<file path="config.mk">
export PLATFORM = sky130hd
export DESIGN_NAME = serial_cmd_rx
export DESIGN_NICKNAME = d
export VERILOG_FILES = /design/src/rtl/scr_pkg.sv /design/src/rtl/scr_sync.sv /design/src/rtl/scr_shifter.sv /design/src/rtl/scr_regbank.sv /design/src/rtl/serial_cmd_rx.sv
export SDC_FILE = /design/constraint.sdc
export NUM_CORES = 1
export LEC_CHECK = 0
export BUFFER_PORTS_ARGS = -buffer_cell sky130_fd_sc_hd__buf_2
export CAP_MARGIN = 20
export CORE_AREA = 2 2 57 73
export DETAILED_ROUTE_END_ITERATION = 6
export DIE_AREA = 0 0 59 75
export PLACE_DENSITY = 0.79
export SLEW_MARGIN = 15
export SYNTH_ARGS = -nofsm -noshare
export SYNTH_HDL_FRONTEND = slang
export SYNTH_SLANG_ARGS = --single-unit
</file>
<file path="constraint.sdc">
create_clock -name clk -period 3.6 [get_ports clk]
set_clock_uncertainty 0.1 [all_clocks]
set_input_delay 0.72 -clock clk [delete_from_list [all_inputs] [get_ports clk]]
set_output_delay 0.72 -clock clk [all_outputs]
set_load 0.01 [all_outputs]
</file>
<file path="src/rtl/scr_pkg.sv">
package scr_pkg;
  localparam int FRAME_W_DEF = 24;
  localparam int CHAN_N_DEF  = 21;
  localparam int SYNC_N_DEF  = 2;

  // frame bit that picks the destination register
  localparam int SEL_BIT = 0;
  // configuration field positions inside the frame
  localparam int VSEL_LSB = 1;
  localparam int LSEL_LSB = 4;
  localparam int SSOFF_BIT = 6;
  localparam int SYNC_BIT  = 7;
  localparam int LOFF_BIT  = 8;
  localparam int CFG_TOP   = LOFF_BIT;

  typedef struct packed {
    logic       lim_off;
    logic       sync_rel;
    logic       ss_off;
    logic [1:0] lim_sel;
    logic [2:0] volt_sel;
  } cfg_t;
endpackage

</file>
<file path="src/rtl/scr_sync.sv">
module scr_sync #(
  parameter int W      = 3,
  parameter int STAGES = 2,
  parameter logic [W-1:0] RST_VAL = '0
) (
  input  logic         clk,
  input  logic         rst,
  input  logic [W-1:0] d,
  output logic [W-1:0] q,
  output logic [W-1:0] q_prev
);
  logic [W-1:0] stg [STAGES];

  generate
    for (genvar k = 0; k < STAGES; k++) begin : g_stage
      if (k == 0) begin : g_first
        always_ff @(posedge clk) begin
          if (rst) stg[0] <= RST_VAL;
          else     stg[0] <= d;
        end
      end else begin : g_next
        always_ff @(posedge clk) begin
          if (rst) stg[k] <= RST_VAL;
          else     stg[k] <= stg[k-1];
        end
      end
    end
  endgenerate

  always_ff @(posedge clk) begin
    if (rst) q_prev <= RST_VAL;
    else     q_prev <= stg[STAGES-1];
  end

  assign q = stg[STAGES-1];
endmodule

</file>
<file path="src/rtl/scr_shifter.sv">
module scr_shifter #(
  parameter int W = 24
) (
  input  logic         clk,
  input  logic         rst,
  input  logic         clr,
  input  logic         shift_en,
  input  logic         din,
  output logic [W-1:0] q
);
  always_ff @(posedge clk) begin
    if (rst || clr)    q <= '0;
    else if (shift_en) q <= {q[W-2:0], din};
  end
endmodule

</file>
<file path="src/rtl/scr_regbank.sv">
module scr_regbank
  import scr_pkg::*;
#(
  parameter int CHAN_N = 21,
  localparam int FW = CHAN_N + 1
) (
  input  logic              clk,
  input  logic              rst,
  input  logic              commit,
  input  logic [FW-1:0]     frame,
  output cfg_t              cfg_q,
  output logic [CHAN_N-1:0] mask_q
);
  logic cfg_we, mask_we;
  cfg_t cfg_d;
  logic [CHAN_N-1:0] mask_d;

  assign cfg_we  = commit & ~frame[SEL_BIT];
  assign mask_we = commit &  frame[SEL_BIT];

  assign cfg_d.lim_off  = frame[LOFF_BIT];
  assign cfg_d.sync_rel = frame[SYNC_BIT];
  assign cfg_d.ss_off   = frame[SSOFF_BIT];
  assign cfg_d.lim_sel  = frame[LSEL_LSB +: 2];
  assign cfg_d.volt_sel = frame[VSEL_LSB +: 3];

  generate
    for (genvar c = 0; c < CHAN_N; c++) begin : g_chan
      assign mask_d[c] = frame[c + 1];
    end
  endgenerate

  always_ff @(posedge clk) begin
    if (rst)         cfg_q <= '0;
    else if (cfg_we) cfg_q <= cfg_d;
  end

  always_ff @(posedge clk) begin
    if (rst)          mask_q <= '0;
    else if (mask_we) mask_q <= mask_d;
  end
endmodule

</file>
<file path="src/rtl/serial_cmd_rx.sv">
module serial_cmd_rx
  import scr_pkg::*;
#(
  parameter int FRAME_W = FRAME_W_DEF,
  parameter int CHAN_N  = CHAN_N_DEF,
  parameter int SYNC_N  = SYNC_N_DEF
) (
  input  logic              clk,
  input  logic              rst,
  input  logic              sclk_i,
  input  logic              sdata_i,
  input  logic              latch_n_i,
  output logic              cur_lim_off_o,
  output logic              sync_release_o,
  output logic              soft_start_off_o,
  output logic [1:0]        cur_lim_sel_o,
  output logic [2:0]        volt_sel_o,
  output logic [CHAN_N-1:0] chan_mask_o
);
  localparam int IDX_SCLK = 0;
  localparam int IDX_DATA = 1;
  localparam int IDX_LAT  = 2;
  localparam logic [2:0] SYNC_RST = 3'b100; // strobe idles high

  logic [2:0] in_q, in_prev;
  logic sclk_fall, le_low, le_rise, le_fall, sdin;
  logic [FRAME_W-1:0] shreg;
  cfg_t cfg_q;

  scr_sync #(.W(3), .STAGES(SYNC_N), .RST_VAL(SYNC_RST)) u_sync (
    .clk(clk), .rst(rst),
    .d({latch_n_i, sdata_i, sclk_i}),
    .q(in_q), .q_prev(in_prev)
  );

  assign sdin      = in_q[IDX_DATA];
  assign le_low    = ~in_q[IDX_LAT];
  assign le_fall   = ~in_q[IDX_LAT] &  in_prev[IDX_LAT];
  assign le_rise   =  in_q[IDX_LAT] & ~in_prev[IDX_LAT];
  assign sclk_fall = ~in_q[IDX_SCLK] & in_prev[IDX_SCLK];

  scr_shifter #(.W(FRAME_W)) u_shift (
    .clk(clk), .rst(rst),
    .clr(le_fall),
    .shift_en(sclk_fall & le_low),
    .din(sdin),
    .q(shreg)
  );

  scr_regbank #(.CHAN_N(CHAN_N)) u_regs (
    .clk(clk), .rst(rst),
    .commit(le_rise),
    .frame(shreg[CHAN_N:0]),
    .cfg_q(cfg_q),
    .mask_q(chan_mask_o)
  );

  assign cur_lim_off_o    = cfg_q.lim_off;
  assign sync_release_o   = cfg_q.sync_rel;
  assign soft_start_off_o = cfg_q.ss_off;
  assign cur_lim_sel_o    = cfg_q.lim_sel;
  assign volt_sel_o       = cfg_q.volt_sel;
endmodule

</file>
Yosys cells after proc, flatten, opt, wreduce, memory -nomap -nowiden
Memory sizes are Yosys's and may differ from the RTL's. Index checks and enable logic that the tools add are counted.

Memories: 1. Latch bits: 0. Word-level logic and storage cells: 27. Register bits after elaboration: 54. Output and inout port bits: 29. Bits in writable memories: 6. Input port bits: 5. Memory bits (read-only): 0.

Divide/modulo/power cells: 0. Shift operators: 0. Add/subtract/negate cells: 0. Muxes and demuxes: 5. Equality and inequality tests: 0. Multipliers: 0. Bitwise logic cells: 12. Magnitude comparators: 0. Reductions and logical operators: 1.

Memory list: u_sync.stg (depth 2, bits a word 3, rd ports 2, clocked after memory_dff 0, wr ports 2, line scr_sync.sv:12) `logic [W-1:0] stg [STAGES];`.

Operators by type and width (number): $and A1 B1 Y1 (6); $mux W3 (2); $not A1 Y1 (4); $mux W1 (3); $or A1 B1 Y1 (2); $logic_or A1 B1 Y1 (1).

Depth between registers and ports, before layout
Gate-level depths: netlist of the first run.

Depth in word-level cells: 3. Gate-level depth with buffers: 4. Gate-level depth less buffers: 3.

By module
A second synthesis of the first run with hierarchy kept.

Cell total of the unflattened synthesis: 222. Area total of the unflattened synthesis: 2404.8 um^2.

By module, submodules not included: scr_regbank (cells an instance 122, sequential area each 580.6 um^2, area an instance 1273.7 um^2, times used 1); scr_shifter (cells an instance 79, sequential area each 480.5 um^2, area an instance 867.1 um^2, times used 1); scr_sync (cells an instance 18, sequential area each 180.2 um^2, area an instance 236.5 um^2, times used 1); serial_cmd_rx (cells an instance 3, sequential area each 0.0 um^2, area an instance 27.5 um^2, times used 1).

Least setup slack after synthesis of the first run
OpenSTA, ideal clock, no wires.

Kind: in2reg. Start: input port rst. End: register u_sync.q_prev[2], read port of u_sync.stg. Buffers on the path: 2. Stages: 3. Data arrival time: 1318 ps. Data required time: 3377 ps. Library setup time: 123 ps. Setup slack: 2059 ps. Cells stage by stage: buf_2 -> buf_1 -> or2_2.

RTL lines: start: declaration (line serial_cmd_rx.sv:9) `input logic rst,`; end: declaration (line scr_sync.sv:10) `output logic [W-1:0] q_prev`.

No word-level cell between the ends.

Final worst setup path of the first run
Start: input port rst. End: register u_shift.q[7].

Word-level cells in the longest chain between the ends: 1.

Ends and longest elaborated chain: $logic_or A1 B1 Y1 (line scr_shifter.sv:12) `if (rst || clr) q <= '0;`; end signal: assignment (line scr_shifter.sv:13) `else if (shift_en) q <= {q[W-2:0], din};`; end: declaration (line scr_shifter.sv:9) `output logic [W-1:0] q`.

Every way passes these cells. A chain may end at the register's enable or synchronous reset.

==> impl_metrics.ini, run 1 <==
[floorplanning]
dieArea_sq_um = 4430
core_area_sq_um = 3690
fp.dieH_microns = 75
die-width_microns = 59
io_pins = 34
rows = 25
start_util_pct = 56.7

[finish]
nNetsFinal = 278
diodes = 0
final_cell_mix = 82 x nand2_1, 59 x dfxtp_1, 50 x a21oi_1, 33 x buf_2, 20 x nand2_2
regArea_sq_um = 1180
drive_gt1_share_pct = 27.7
final_common_cell = nand2_1
stdcell_count = 318
final_cell_area_sq_um = 2450
area_growth_pct = 17.2
fill_cells = 308
multi_input_area_sq_um = 817
fin_util_pct = 66.4

[yosys]
synth_warnings = 0
ys_ff_latch = 59
syn-instance-count = 243
ys_seq_area_share_pct = 56.5
netlist_area_sq_um = 2090
syn_area_per_cell_sq_um = 8.61
synth_cell_types = 20
syn-num-nets = 248

[critical_path]
criticalPathCategory = input port to flop
reg2regPathDepth = 3
arrival_ps = 1930
critPathCaptureType = flop
r2r_setup_slack_ps = 1950
cp_cell_sequence = buf_2 -> a21o_1 -> a21oi_1
cp_num_buf_inv = 1
worstReg2RegStart = u_shift.q[0]
start_kind = input port
critPathMaxStageDelay_ps = 600
timing.rr.end = u_regs.mask_q[2]
crit_family = compound AO/OA/AOI/OAI gates
worstPathRequired_ps = 3680
cp_slowest_cell = a21o_1
path_max_fanout = 38

[clock_network]
clockRootBuffer = clkbuf_8
ctsResizeCount = 0
htreeDepth = 3
postCtsSetupBuffers = 0
clock-sinks = 59
clk-insertion-delay-late_ps = 320
cts-buffers-inserted = 9
cts_tree = yes
cts_buffer_depth = 2
hold_buffers = 0
path_clk_slew_ps = 60

[pwr]
power_density_nw_per_um2 = 547
power_mw = 1.34
power_leakage_nw = 0.931
irDropWorstVdd_mv = 0.370

[drt]
remaining_drc_errors = 0
antenna_left = 0
post_drt_via_cell_ratio = 5.14
drt_pass1_iterations = 4
wl_per_cell_microns = 11.7
dr.first_iter.drc_count = 55
wirelength_microns = 3730
route.vias.total = 1636

[min_path]
hold_path_end = u_sync.stg[1][2]
worstHoldPathType = flop to flop
worstHoldStart = u_sync.stg[0][2]
hold_depth = 1

[place]
dp_cells = 302
port-buffer-count = 33
dp.final_hpwl_microns = 2360
gp_congestion = 0.809
place_worst_setup_slack_ps = 1390
postPlaceCellArea_sq_um = 2220

[global_routing]
grt_pass1_vias = 1355
grt_pass1_wl_microns = 5990
grt_max_degree = 39
grt.total_usage_pct = 18.4
grt_overflow_total = 0
antenna_found_initial = 0

[sta]
hold_viol_final = 0
setup-tns-final_ps = 0
period_minus_slack_ps = 1860
slew_viol_final = 0
setup_viol = 0
tightest_slew_ps = 814
holdWs_ps = 306
finalCritPeriodShare_pct = 51.5
fmax_mhz = 539
setup_ws_ps = 1740
relSlewSlack_pct = 45.6
grt_setup_unrepaired = no

[run]
max_cap_viol_count = 0

[status]
status = complete, no violations
synthesized netlist by cell type (all sizes together):
| master | count | area share, % |
|---|---|---|
| and3b | 1 | 0.42 |
| buf | 12 | 3.8 |
| a21o | 1 | 0.36 |
| a21oi | 51 | 12 |
| or2 | 3 | 0.90 |
| dfxtp | 59 | 56 |
| clkbuf | 3 | 0.54 |
| or3b | 2 | 0.96 |
| nand2 | 102 | 21 |
| nor2b | 5 | 1.5 |
| nand3b | 1 | 0.36 |
| inv | 1 | 0.18 |
| nor3b | 2 | 1.5 |
report_power, final:
group / leakage [nW] / internal, mW / total, mW / switching [mW]
combinational: 0.336 / 0.00558 / 0.0192 / 0.0136
sequential: 0.477 / 0.657 / 0.659 / 0.00219
clock: 0.119 / 0.424 / 0.662 / 0.239
per-layer routing:
layer / vias to the layer above / GRT usage (%) / part of all wire, %
met1: 737 / 21.4 / 45
met5: - / 0 / 0
met2: 49 / 28.3 / 47
met3: 12 / 6.87 / 5.1
li1: 838 / - / -
met4: 0 / 12.1 / 3.4
state kept, by name, indices dropped and copies added, names as in the netlist:
name and cells:
u_shift.q 22, u_regs.mask_q 21, u_regs.cfg_q 8, u_sync.stg 6, u_sync.q_prev 2
final cells by class:
class	count	share of cell area (%)
clock inverter	5	3.06
clock buffer	11	6.18
tap	40	2.04
inverter	1	0.153
multi-input combinational	168	33.3
timing repair buffer	34	7.04
sequential	59	48.2
worst register-to-register path, cell delays in order, from the launching register on:
cell	delay [ps]
dfxtp_1	460
nand3b_1	600
nand2_1	260
a21oi_1	90
worst max-delay path by stage:
stage,from,end,slack (ps),depth (start not counted)
3_5_place_dp,rst,u_shift.q[4],1390,3
6_report,rst,u_shift.q[7],1740,3
3_3_place_gp,rst,u_shift.q[16],1430,3
5_1_grt,rst,u_shift.q[15],1620,3
4_1_cts,rst,u_shift.q[7],1740,3
2_1_floorplan,rst,u_sync.q_prev[2],2060,3
cells by family (layout without fill, tap and decap cells):
group                  after synthesis  in the layout  synth area share, %
and+or+nand+nor                    116            116                 26.3
DFF                                 59             59                 56.5
AOI/OAI and AO/OA                   52             52                 12.7
buffers and inverters               16             51                 4.49
Note: power is estimated with default switching activity, not from simulation.
==> run 2, diff against run 1 <==
- CORE_AREA: 2 2 57 73 -> 2 2 62 79
- DIE_AREA: 0 0 59 75 -> 0 0 64 81
- PLACE_DENSITY: 0.79 -> 0.71
- clock period: 3.6 -> 1.6 ns (I/O delays scaled with it)
==> run 2 against run 1 <==
Effect of this change:
- worst hold slack lost 230 ps
- flip-flop and latch count stayed put
- sequential share of layout area about the same
- final cell count is 7.5% higher
- first-iteration DRC count grew 69%
- power increased by 100%
- design area is essentially flat
- wire length rose by 1.4%
- combinational power rose by 150%
- critical path type is now flop to flop
- critical endpoint is now u_shift.q[16]
- largest cell class unchanged
==> impl_metrics.ini, run 2 (synthesis results as in run 1) <==
[critical_path]
worstReg2RegStart = u_sync.stg[1][2]
start_kind = flop
critPathCaptureType = flop
r2r_setup_slack_ps = 190
critPathMaxStageDelay_ps = 590
criticalPathCategory = flop to flop
cp_cell_sequence = or3b_4 -> nand2_2 -> a21oi_1
worstPathRequired_ps = 1680
cp_slowest_cell = or3b_4
arrival_ps = 1480
reg2regPathDepth = 3
timing.rr.end = u_shift.q[16]
path_max_fanout = 22

[status]
status = complete, no violations

[sta]
slew_viol_final = 0
period_minus_slack_ps = 1410
setup_ws_ps = 192
setup-tns-final_ps = 0
grt_setup_unrepaired = no
relSlewSlack_pct = 52.8
tightest_slew_ps = 708
setup_viol = 0
hold_viol_final = 0
fmax_mhz = 710
finalCritPeriodShare_pct = 88.0

[global_routing]
antenna_found_initial = 0
grt.total_usage_pct = 16.4
grt_pass1_vias = 1418
grt_max_degree = 23
grt_pass1_wl_microns = 6500
grt_overflow_total = 0

[clock_network]
cts_tree = yes
postCtsSetupBuffers = 0
cts_buffer_depth = 2
path_clk_slew_ps = 60
htreeDepth = 3
hold_buffers = 0
cts-buffers-inserted = 9
ctsResizeCount = 0
clock-sinks = 59
clk-insertion-delay-late_ps = 330
clockRootBuffer = clkbuf_8

[drt]
drt_pass1_iterations = 4
post_drt_via_cell_ratio = 4.75
wirelength_microns = 3780
wl_per_cell_microns = 11.1
route.vias.total = 1626
dr.first_iter.drc_count = 93
antenna_left = 0
remaining_drc_errors = 0

[finish]
drive_gt1_share_pct = 27.7
final_cell_area_sq_um = 2450
area_growth_pct = 17.2
reg_top3 = u_shift.q (22), u_regs.mask_q (21), u_regs.cfg_q (8)
final_cell_mix = 82 x nand2_1, 59 x dfxtp_1, 50 x a21oi_1, 33 x buf_2, 20 x nand2_2
diodes = 0
largest_register_ffs = 22
regMostFlops = u_shift.q
nNetsFinal = 282
final_common_cell = nand2_1

[floorplanning]
core_area_sq_um = 4520
rows = 28
die-width_microns = 64
fp.dieH_microns = 81
dieArea_sq_um = 5180
start_util_pct = 46.3
io_pins = 34

[pwr]
irDropWorstVdd_mv = 0.528
power_density_nw_per_um2 = 1100
power_leakage_nw = 0.922

[place]
dp.final_hpwl_microns = 2450
postPlaceCellArea_sq_um = 2280
gp_congestion = 0.767
place_worst_setup_slack_ps = 197
port-buffer-count = 33

[min_path]
hold_depth = 2
worstHoldStart = latch_n_i
hold_path_end = u_sync.stg[0][2]
worstHoldPathType = input port to flop

[run]
max_cap_viol_count = 0
[run 2: cell types whose count changed in the layout (fill, tap and decap cells not counted)]
cell	previous run	this run
clkinv_2	3	2
buf_4	1	5
clkbuf_1	0	3
bufinv_16	2	0
[run 2: report_power, final]
group          leakage [nW]  internal, mW  switching, mW
clock                0.0905         0.643          0.531
combinational         0.355        0.0158         0.0318
sequential            0.477          1.48        0.00502
total                 0.922          2.14          0.568
[run 2: critical path: cells and delay by family (launching register included)]
kind            cells  cell delay, ps
simple gates        2             710
flops               1             370
compound gates      1              70
[run 2: cell type report]
type / instances / area [sq um]
Fill cell: 444 / 2070
Sequential cell: 59 / 1180
Multi-Input combinational cell: 168 / 817
Timing Repair Buffer: 38 / 203
Clock buffer: 14 / 163
Tap cell: 60 / 75.1
Clock inverter: 2 / 10.0
Inverter: 1 / 3.75
[run 2: stage by stage]
step	std cells	total power [mW]	hold slack [ps]	util (%)
2_1_floorplan	243	1.55	289	-
4_1_cts	342	2.75	56.0	54.3
6_report	342	2.70	72.9	54.3
3_5_place_dp	326	1.56	303	50.4
3_3_place_gp	326	1.56	293	50.4
5_1_grt	342	2.83	60.6	54.3
[run 2: worst max-delay path by stage]
stage / start / to / slack (ps) / depth (start not counted)
6_report: u_sync.stg[1][2] / u_shift.q[16] / 190 / 3
5_1_grt: u_sync.stg[1][2] / u_shift.q[4] / 100 / 3
4_1_cts: u_sync.stg[1][2] / u_shift.q[16] / 190 / 3
3_5_place_dp: u_sync.stg[1][2] / u_shift.q[11] / 200 / 3
3_3_place_gp: u_sync.stg[1][2] / u_shift.q[15] / 220 / 3
2_1_floorplan: u_sync.stg[1][2] / u_shift.q[10] / 340 / 4
[run 2: layer usage]
| layer | up-vias | track usage, % | wire length, microns |
|---|---|---|---|
| met5 | - | 0 | 0 |
| met4 | 0 | 7.17 | 78 |
| met3 | 8 | 7.20 | 208 |
| met2 | 36 | 24.7 | 1730 |
| met1 | 735 | 20.4 | 1760 |
| li1 | 847 | - | - |
